===== config.mk =====
export PLATFORM = sky130hd
export DESIGN_NAME = mailbox_irq_ctrl
export DESIGN_NICKNAME = d
export VERILOG_FILES = /design/src/rtl/mbx_pkg.sv /design/src/rtl/mbx_port_decode.sv /design/src/rtl/mbx_irq_flag.sv /design/src/rtl/mailbox_irq_ctrl.sv
export SDC_FILE = /design/constraint.sdc
export NUM_CORES = 1
export LEC_CHECK = 0
export ABC_AREA = 1
export BUFFER_PORTS_ARGS = -buffer_cell sky130_fd_sc_hd__buf_2
export CAP_MARGIN = 20
export CORE_AREA = 2 2 39 41
export DETAILED_ROUTE_END_ITERATION = 10
export DIE_AREA = 0 0 41 43
export SYNTH_ARGS = -nofsm -noshare
export SYNTH_HDL_FRONTEND = slang
export SYNTH_SLANG_ARGS = --single-unit

===== constraint.sdc =====
create_clock -name clk -period 0.8 [get_ports clk]
set_input_delay 0.12 -clock clk [delete_from_list [all_inputs] [get_ports clk]]
set_output_delay 0.12 -clock clk [all_outputs]
set_load 0.01 [all_outputs]

===== src/rtl/mbx_pkg.sv =====
package mbx_pkg;

  typedef struct packed {
    logic en;
    logic we;
    logic oe;
    logic sem;
    logic busy;
  } port_ctl_t;

  localparam int PORT_LEFT  = 0;
  localparam int PORT_RIGHT = 1;
  localparam int NUM_PORTS  = 2;

  // Mailbox owned by a port: right owns the top word, left the next one down.
  function automatic logic [31:0] mbox_word(input int aw, input bit owner_right);
    logic [31:0] top;
    top = (32'd1 << aw) - 32'd1;
    return owner_right ? top : top - 32'd1;
  endfunction

endpackage


===== src/rtl/mbx_port_decode.sv =====
module mbx_port_decode
  import mbx_pkg::*;
#(
  parameter int ADDR_W   = 4,
  parameter bit IS_RIGHT = 1'b0
) (
  input  logic              clk,
  input  logic              rst,
  input  port_ctl_t         ctl,
  input  logic [ADDR_W-1:0] addr,
  output logic              peer_set,
  output logic              own_clr
);
  localparam logic [31:0] OWN_W  = mbox_word(ADDR_W, IS_RIGHT);
  localparam logic [31:0] PEER_W = mbox_word(ADDR_W, !IS_RIGHT);
  localparam logic [ADDR_W-1:0] OWN_A  = OWN_W[ADDR_W-1:0];
  localparam logic [ADDR_W-1:0] PEER_A = PEER_W[ADDR_W-1:0];

  logic mem_cycle, wr_cycle, rd_cycle;

  always_comb begin
    mem_cycle = ctl.en && !ctl.sem && !ctl.busy;
    wr_cycle  = mem_cycle && ctl.we;
    rd_cycle  = mem_cycle && !ctl.we && ctl.oe;
    peer_set  = wr_cycle && (addr == PEER_A);
    own_clr   = rd_cycle && (addr == OWN_A);
  end

  // a busy or semaphore-mode port produces no mailbox event
  p_quiet_r8: assert property (@(posedge clk) disable iff (rst)
    (ctl.busy || ctl.sem || !ctl.en) |-> !(peer_set || own_clr));

  // a single access cannot both set and clear
  p_excl_r11: assert property (@(posedge clk) disable iff (rst)
    !(peer_set && own_clr));

endmodule


===== src/rtl/mbx_irq_flag.sv =====
module mbx_irq_flag (
  input  logic clk,
  input  logic rst,
  input  logic set_i,
  input  logic clr_i,
  output logic irq_o
);
  always_ff @(posedge clk) begin
    if (rst)        irq_o <= 1'b0;
    else if (set_i) irq_o <= 1'b1;
    else if (clr_i) irq_o <= 1'b0;
  end

  p_set_r2: assert property (@(posedge clk) disable iff (rst)
    set_i |=> irq_o);

  p_clr_r4: assert property (@(posedge clk) disable iff (rst)
    (clr_i && !set_i) |=> !irq_o);

  p_set_wins_r10: assert property (@(posedge clk) disable iff (rst)
    (set_i && clr_i) |=> irq_o);

  p_hold_r11: assert property (@(posedge clk) disable iff (rst)
    (!set_i && !clr_i) |=> $stable(irq_o));

endmodule


===== src/rtl/mailbox_irq_ctrl.sv =====
module mailbox_irq_ctrl
  import mbx_pkg::*;
#(
  parameter int ADDR_W = 4
) (
  input  logic              clk,
  input  logic              rst,
  input  logic              l_en,
  input  logic              l_we,
  input  logic              l_oe,
  input  logic              l_sem,
  input  logic              l_busy,
  input  logic [ADDR_W-1:0] l_addr,
  input  logic              r_en,
  input  logic              r_we,
  input  logic              r_oe,
  input  logic              r_sem,
  input  logic              r_busy,
  input  logic [ADDR_W-1:0] r_addr,
  output logic              irq_l,
  output logic              irq_r
);
  port_ctl_t         ctl   [NUM_PORTS];
  logic [ADDR_W-1:0] addr  [NUM_PORTS];
  logic [NUM_PORTS-1:0] peer_set, own_clr, irq_q;

  always_comb begin
    ctl[PORT_LEFT]   = '{en: l_en, we: l_we, oe: l_oe, sem: l_sem, busy: l_busy};
    ctl[PORT_RIGHT]  = '{en: r_en, we: r_we, oe: r_oe, sem: r_sem, busy: r_busy};
    addr[PORT_LEFT]  = l_addr;
    addr[PORT_RIGHT] = r_addr;
  end

  for (genvar p = 0; p < NUM_PORTS; p++) begin : g_port
    localparam int PEER = NUM_PORTS - 1 - p;

    mbx_port_decode #(
      .ADDR_W   (ADDR_W),
      .IS_RIGHT (p == PORT_RIGHT)
    ) u_dec (
      .clk      (clk),
      .rst      (rst),
      .ctl      (ctl[p]),
      .addr     (addr[p]),
      .peer_set (peer_set[p]),
      .own_clr  (own_clr[p])
    );

    // flag p is raised by the peer's write and dropped by port p's own read
    mbx_irq_flag u_flag (
      .clk   (clk),
      .rst   (rst),
      .set_i (peer_set[PEER]),
      .clr_i (own_clr[p]),
      .irq_o (irq_q[p])
    );
  end

  assign irq_l = irq_q[PORT_LEFT];
  assign irq_r = irq_q[PORT_RIGHT];

  // with both ports inert for mailbox purposes, neither flag moves
  p_inert_r9: assert property (@(posedge clk) disable iff (rst)
    ((l_sem || !l_en || l_busy) && (r_sem || !r_en || r_busy))
      |=> ($stable(irq_l) && $stable(irq_r)));

endmodule


# Word level (Yosys, flattened, before mapping)
# Cells that the tools add are included.
op_classes:
  n_eq_ne: 4
  mux: 4
  reduce_logical: 22
ops:
  columns: ["operator", "n"]
  rows:
  - ["4-bit equality test (second input constant)", 4]
  - ["1-bit logical AND", 14]
  - ["1-bit zero test", 6]
  - ["1-bit 2-to-1 mux", 4]
  - ["2-bit nonzero test", 2]
word_totals:
  ff_bits: 2
  in_bits: 20
  wordCells: 32

# Longest topological paths before layout
# Gate-level depths: netlist of run 1.
depth:
  depth_word: 8
  depth_mapped: 6
  ltp_nobuf: 6

# Cells and area by module
# Synthesis of run 1 repeated with hierarchy kept, for this count alone.
hier_totals:
  cells_unflattened: 37
  hier_area_um2: 196.4
modules_own_cells:
  columns: ["module", "n_inst", "cells_each", "area_per_inst_um2", "seq_area_each_um2"]
  rows:
  - ["mbx_irq_flag", 2, 5, 40.0, 20.0]
  - ["mbx_port_decode at g_port[1].u_dec", 1, 14, 61.3, 0.0]
  - ["mbx_port_decode at g_port[0].u_dec", 1, 13, 55.1, 0.0]

# Worst setup path after synthesis of run 1
# OpenSTA, ideal clock, no wires.
synth_path:
  path_kind: "flip-flop to flip-flop"
  start: "register g_port[0].u_flag.irq_o (netlist name)"
  end: "register g_port[0].u_flag.irq_o"
  setup_ps: 66
  t_arrival_ps: 520
  path_slack_ps: 214
  stages_incl_launch_ff: 3
  path_buffers: 0
  synth_period_minus_slack_ps: 586
  path_cell_list: "dfxtp_1 > nand2_1 > a21oi_2"
synth_lines:
  columns: ["element", "line_no", "source"]
  rows:
  - ["end signal, assigned", "mbx_irq_flag.sv:9", "if (rst) irq_o <= 1'b0;"]
  - ["end signal, assigned", "mbx_irq_flag.sv:10", "else if (set_i) irq_o <= 1'b1;"]
  - ["end signal, assigned", "mbx_irq_flag.sv:11", "else if (clr_i) irq_o <= 1'b0;"]
  - ["end, declared", "mbx_irq_flag.sv:6", "output logic irq_o"]

# Worst setup path after layout of run 1
layout_path:
  start: "register g_port[0].u_flag.irq_o"
  end: "output port irq_l"
layout_lines:
  columns: ["element", "line_no", "source"]
  rows:
  - ["end, declared", "mailbox_irq_ctrl.sv:20", "output logic irq_l,"]
# No word-level cell between the ends.

==> metrics.csv, run 1 <==
stage,metric,value,unit
run_status,status,"finished, final reports clean",
detailed_routing,WL/cell,7.03,um
synth,number of synthesized flops with an enable pin,0,
synth,Netlist Area Pre-Place,158,um2
timing,"Hold Vio Cnt, Final",0,
place,RePlAce Congestion,0.631,
layout,final core occ,22.7,%
detailed_routing,drt first pass iters,2,
power_and_ir_drop,Max VDD drop,0.260,mV
timing,final setup vio count,0,
min_path,worst hold path class,in2reg,
setup_path,Worst EP required,0.68,ns
timing,Max Clock Skew,0,ns
setup_path,CP max stage delay,0.31,ns
global_routing,largest net degree at the start of global routing,3,
setup_path,Critical Path AT,0.66,ns
detailed_routing,via count,258,
floorplanning,chip height,43,um
detailed_routing,vias per cell,3.74,
layout,# nets final,75,
synth,Async SR Flop Fraction,0,%
layout,layout cells sized above 1,52.8,%
synth,most instantiated cells after synthesis,"nand2_1, nor2_1, inv_1, nand3_1, dfxtp_1",
floorplanning,Core ar.,1380,um2
cts,"Setup Fix Bufs, Post-CTS",0,
global_routing,total grt overflow,0,
place,Detail Placement HPWL,408,um
synth,Synth warnings,0,
layout,multi-input logic area,106,um2
floorplanning,Die W,41,um
synth,Syn Nets,49,
detailed_routing,DRT Wirelength,485,um
floorplanning,num rows,14,
synth,Area contributors post-synth,"nand2_1, dfxtp_1, nor2_1",
floorplanning,die area,1760,um2
timing,Hold Slack,0.0599,ns
layout,Ant. Diodes,0,
flow_run,# Max-Cap Violations,0,
global_routing,first-pass GRT wire length,669,um
power_and_ir_drop,total power,394,uW
layout,register area,42.5,um2
layout,biggest regs,g_port.u_flag.irq_o (2),
setup_path,CP Capture Type,output pin,
cts,worst skew pair latency,0.22,ns
synth,Netlist cell types,8,
detailed_routing,post-route ant nets,0,
setup_path,FF-to-FF setup slack,0.24,ns
cts,# hold bufs at CTS,0,
timing,FMAX,1.29,GHz
synth,post-synthesis average cell area,5.44,um2
timing,worst slew pin tran,0.142,ns
timing,Final period util,97.1,%
timing,setup ws final,0.0235,ns
layout,area grow syn2layout,99.2,%
cts,CTS Buffer Depth,2,
setup_path,Crit path max-delay family,flip-flops,
timing,RSZ-0062 raised after global routing,false,
global_routing,global-route usage over all layers,6.31,%
layout,"Most flops, register",g_port.u_flag.irq_o,
layout,FILL cells,168,
cts,CTS root buf,clkbuf_4,
floorplanning,Top-Level Pins,22,
floorplanning,Initial Util,11.4,%
global_routing,vias in the first global route,197,
synth,Yosys top cell area share,26.2,%
cts,CTS tree,done,
power_and_ir_drop,pwr/cell area,1250,nW/um2
synth,"flops & latches, synth",2,
power_and_ir_drop,Leakage,0.167,nW
synth,main flop type after synthesis,dfxtp_1,
place,Place WS,0.0437,ns
place,port bufs,21,
global_routing,initial antenna violation count,0,
setup_path,Setup Crit Path Kind,reg2out,
cts,Clock Pin Slew Worst Setup and Hold Paths,0.03,ns
timing,Max-slew headroom,90.5,%
setup_path,crit path buf inv count,1,
setup_path,CP Launch Type,register,
synth,synthesized instance count,29,
cts,clock sinks,2,
timing,Tmin final,0.776,ns
layout,Largest register FFs,2,
detailed_routing,drt initial violations,2,
cts,H-tree levels,1,
synth,most common cell in the netlist,nand2_1,
synth,sequential fraction of the synthesis area,25.4,%
synth,Yosys top cell by area,nand2_1,
timing,TNS Setup,0,ns
setup_path,slowest CP cell,dfxtp_2,
detailed_routing,drc violations,0,
setup_path,CP Cell Sequence,buf_2,
setup_path,worst-path fanout max,2,
timing,final slew viol count,0,
cts,total CTS buffers,3,
[area by class of cell]
type | instances | area share, %
inverters | 3 | 3.59
multi-input cells | 24 | 33.9
flip-flops and latches | 2 | 13.5
well taps | 16 | 6.37
repair buffers | 21 | 35.5
clock buffers | 3 | 7.17
[power by group]
group          switching, mW  leakage (nW)  internal, mW  total, mW
clock network         0.0553        0.0138         0.165      0.221
registers           0.000273        0.0171         0.101      0.101
logic                 0.0297         0.136        0.0420     0.0717
total                 0.0853         0.167         0.308      0.394
[cell families after synthesis]
kind of cell           after synthesis  synth area share [%]
buffers and inverters                3                  7.14
AO/OA/AOI/OAI                        2                  8.73
AND/OR/NAND/NOR                     22                  58.7
flip-flops                           2                  25.4
[worst paths after layout]
check / from / endpoint / cells after the start
max: g_port[0].u_flag.irq_o / irq_l / 1
min: rst / g_port[0].u_flag.irq_o / 2
max reg2reg: g_port[1].u_flag.irq_o / g_port[1].u_flag.irq_o / 2
min reg2reg: g_port[0].u_flag.irq_o / g_port[0].u_flag.irq_o / 2
[worst reg2reg max path: cells and delay by family (launching register included)]
kind | cells | cell delay (ns)
DFF | 1 | 0.33
and+or+nand+nor | 1 | 0.05
AOI/OAI and AO/OA | 1 | 0.10
[cell usage in the layout (no fill, tap or decap)]
cell type	Yosys	final
a21oi_1	1	1
a21oi_2	1	1
buf_2	0	20
buf_6	0	1
clkbuf_4	0	3
dfxtp_2	0	2
inv_1	3	3
nand2_1	11	11
nand3_1	3	3
nor2_1	7	7
nor3_2	1	1
[repair_timing]
item / CTS / global route
gates resized for setup: 1 / 2
endpoints found under the setup margin: 1 / 2
endpoints found under the hold margin: 0 / 0
[per-layer routing]
| metal | vias to the layer above | share of wire (%) | global-route usage, % |
|---|---|---|---|
| li1 | 139 | - | - |
| met1 | 100 | 37 | 5.41 |
| met2 | 19 | 41 | 8.13 |
| met3 | 0 | 21 | 7.33 |
| met4 | 0 | 0 | 4.00 |
| met5 | - | 0 | 0 |
[stage by stage]
| step | std cells | instance area (um2) |
|---|---|---|
| 3_3_place_gp | 66 | 283 |
| 6_report | 69 | 314 |
| 4_1_cts | 69 | 307 |
| 3_5_place_dp | 66 | 283 |
| 5_1_grt | 69 | 314 |
| 2_1_floorplan | 29 | 158 |
Power figures use the tool's default switching activity.
==> run 2: changes to the inputs <==
--- a/config.mk
+++ b/config.mk
@@ -7,7 +7,6 @@
 export LEC_CHECK = 0
 export ABC_AREA = 1
 export BUFFER_PORTS_ARGS = -buffer_cell sky130_fd_sc_hd__buf_2
-export CAP_MARGIN = 20
 export CORE_AREA = 2 2 39 41
 export DETAILED_ROUTE_END_ITERATION = 10
 export DIE_AREA = 0 0 41 43
==> constraint.sdc (replaced) <==
create_clock -name clk -period 0.9 [get_ports clk]
set_input_delay 0.135 -clock clk [delete_from_list [all_inputs] [get_ports clk]]
set_output_delay 0.135 -clock clk [all_outputs]
set_load 0.01 [all_outputs]
==> metrics.csv, run 2 (synthesis gave the netlist of run 1 again) <==
stage,metric,value,unit,change
place,Detail Placement HPWL,408,um,unchanged
global_routing,global-route usage over all layers,6.31,%,unchanged
setup_path,FF-to-FF setup slack,0.34,ns,+0.10 ns
timing,final slew viol count,0,,unchanged
min_path,worst hold path class,in2reg,,
layout,# nets final,75,,unchanged
timing,RSZ-0062 raised after global routing,false,,
timing,"Hold Vio Cnt, Final",0,,unchanged
power_and_ir_drop,Leakage,0.165,nW,-0.96%
global_routing,largest net degree at the start of global routing,3,,unchanged
cts,post-CTS sizing,0,,-1
flow_run,# Max-Cap Violations,0,,unchanged
floorplanning,Die W,41,um,unchanged
power_and_ir_drop,Sw Share,21.7,%,about the same
power_and_ir_drop,pwr/cell area,1140,nW/um2,-8.6%
run_status,status,"finished, final reports clean",,
layout,final std cells w/o fill,69,,unchanged
layout,area grow syn2layout,93.7,%,
setup_path,Setup Crit Path Kind,reg2out,,
global_routing,first-pass GRT wire length,669,um,unchanged
power_and_ir_drop,Sw Pwr,75.7,uW,-11%
detailed_routing,DRT Wirelength,469,um,-3.3%
floorplanning,Top-Level Pins,22,,unchanged
global_routing,initial antenna violation count,0,,unchanged
cts,clock sinks,2,,unchanged
timing,Tmin final,0.814,ns,
timing,worst slew pin tran,0.142,ns,unchanged
place,RePlAce Congestion,0.631,,unchanged
min_path,hold path depth,2,,unchanged
min_path,HP Start,rst,,
floorplanning,Initial Util,11.4,%,unchanged
cts,# hold bufs at CTS,0,,unchanged
min_path,Worst Hold Path EP,g_port[0].u_flag.irq_o,,
power_and_ir_drop,sequential share of power,25.7,%,about the same
setup_path,Worst EP required,0.76,ns,+0.08 ns
power_and_ir_drop,P_int,274,uW,-11%
detailed_routing,drc violations,0,,unchanged
power_and_ir_drop,power share of the combinational group,18.2,%,about the same
layout,biggest regs,g_port.u_flag.irq_o (2),,
layout,"commonest non-fill, non-tap cell in the layout",buf_2,,
timing,TNS Setup,0,ns,unchanged
layout,"Most flops, register",g_port.u_flag.irq_o,,
cts,CTS root buf,clkbuf_4,,
cts,CTS Buffer Depth,2,,unchanged
setup_path,worst-path fanout max,2,,unchanged
setup_path,reg2reg start,g_port[1].u_flag.irq_o,,
global_routing,vias in the first global route,197,,unchanged
cts,CTS tree,done,,
cts,H-tree levels,1,,unchanged
global_routing,total grt overflow,0,,unchanged
timing,FMAX,1.23,GHz,
detailed_routing,vias per cell,3.71,,-0.78%
place,DP Cell Count,66,,unchanged
timing,final setup vio count,0,,unchanged
cts,Clock Pin Slew Worst Setup and Hold Paths,0.03,ns,about the same
setup_path,CP Capture Type,output pin,,
detailed_routing,drt initial violations,2,,unchanged
power_and_ir_drop,Max VDD drop,0.219,mV,-16%
setup_path,slowest CP cell,dfxtp_1,,
timing,Max-slew headroom,90.5,%,unchanged
place,port bufs,21,,unchanged
setup_path,CP max stage delay,0.33,ns,+0.02 ns
setup_path,CP Launch Type,register,,
detailed_routing,drt first pass iters,2,,unchanged
setup_path,FF-to-FF End,g_port[1].u_flag.irq_o,,
cts,"Setup Fix Bufs, Post-CTS",0,,unchanged
cts,total CTS buffers,3,,unchanged
floorplanning,die area,1760,um2,unchanged
setup_path,Crit path max-delay family,flip-flops,,
floorplanning,chip height,43,um,unchanged
cts,worst skew pair latency,0.22,ns,about the same
setup_path,FF-to-FF path depth,2,,unchanged
layout,most frequent cells in the layout,"buf_2, nand2_1, nor2_1",,
detailed_routing,WL/cell,6.80,um,-3.3%
floorplanning,num rows,14,,unchanged
setup_path,crit path buf inv count,1,,unchanged
layout,layout cells sized above 1,49.1,%,-3.8 points
setup_path,CP Cell Sequence,buf_2,,
detailed_routing,via count,256,,-0.78%
detailed_routing,post-route ant nets,0,,unchanged
timing,Final period util,90.5,%,
layout,Ant. Diodes,0,,unchanged
power_and_ir_drop,clock share of power,56.0,%,about the same
timing,Max Clock Skew,0,ns,unchanged
setup_path,Critical Path AT,0.68,ns,+0.02 ns
timing,Hold Slack,0.0825,ns,+0.0226 ns
floorplanning,Core ar.,1380,um2,unchanged
layout,Largest register FFs,2,,unchanged
-- run 2: through the flow --
step / setup WS (ns) / utilization, % / power, mW / instance area [um2]
3_5_place_dp: 0.129 / 20.4 / 0.155 / 283
5_1_grt: 0.0499 / 22.1 / 0.373 / 305
3_3_place_gp: 0.142 / 20.4 / 0.155 / 283
6_report: 0.0859 / 22.1 / 0.350 / 305
4_1_cts: 0.0755 / 22.1 / 0.363 / 305
2_1_floorplan: 0.300 / - / 0.110 / 158
-- run 2: cell type report --
cell class	count	area (um2)
Tap cell	16	20.0
Clock buffer	3	22.5
Sequential cell	2	40.0
Timing Repair Buffer	21	105
Multi-Input combinational cell	24	106
Inverter	3	11.3
Fill cell	166	1080
-- run 2: metal layers --
layer  track usage [%]  vias to the layer above  part of all wire [%]
met5                 0                        -                     0
met3              7.33                        0                    23
li1                  -                      139                     -
met4              4.00                        0                     0
met2              8.13                       19                    38
met1              5.41                       98                    39
-- run 2: worst max path at each step --
stage,startpoint,to,slack (ns),cells past startpoint
finish,g_port[1].u_flag.irq_o,irq_r,0.09,1
global route,g_port[1].u_flag.irq_o,irq_r,0.05,1
CTS,g_port[1].u_flag.irq_o,irq_r,0.08,1
detailed placement,r_sem,g_port[1].u_flag.irq_o,0.13,7
floorplan,l_sem,g_port[0].u_flag.irq_o,0.30,6
global placement,r_sem,g_port[1].u_flag.irq_o,0.14,7
-- run 2: power by group through the flow --
stage,clock network [mW],registers [mW],logic (mW)
4_1_cts,0.209,0.0899,0.0644
6_report,0.196,0.0899,0.0637
3_3_place_gp,0,0.0910,0.0636
2_1_floorplan,0,0.0912,0.0185
5_1_grt,0.209,0.0899,0.0745
3_5_place_dp,0,0.0910,0.0640
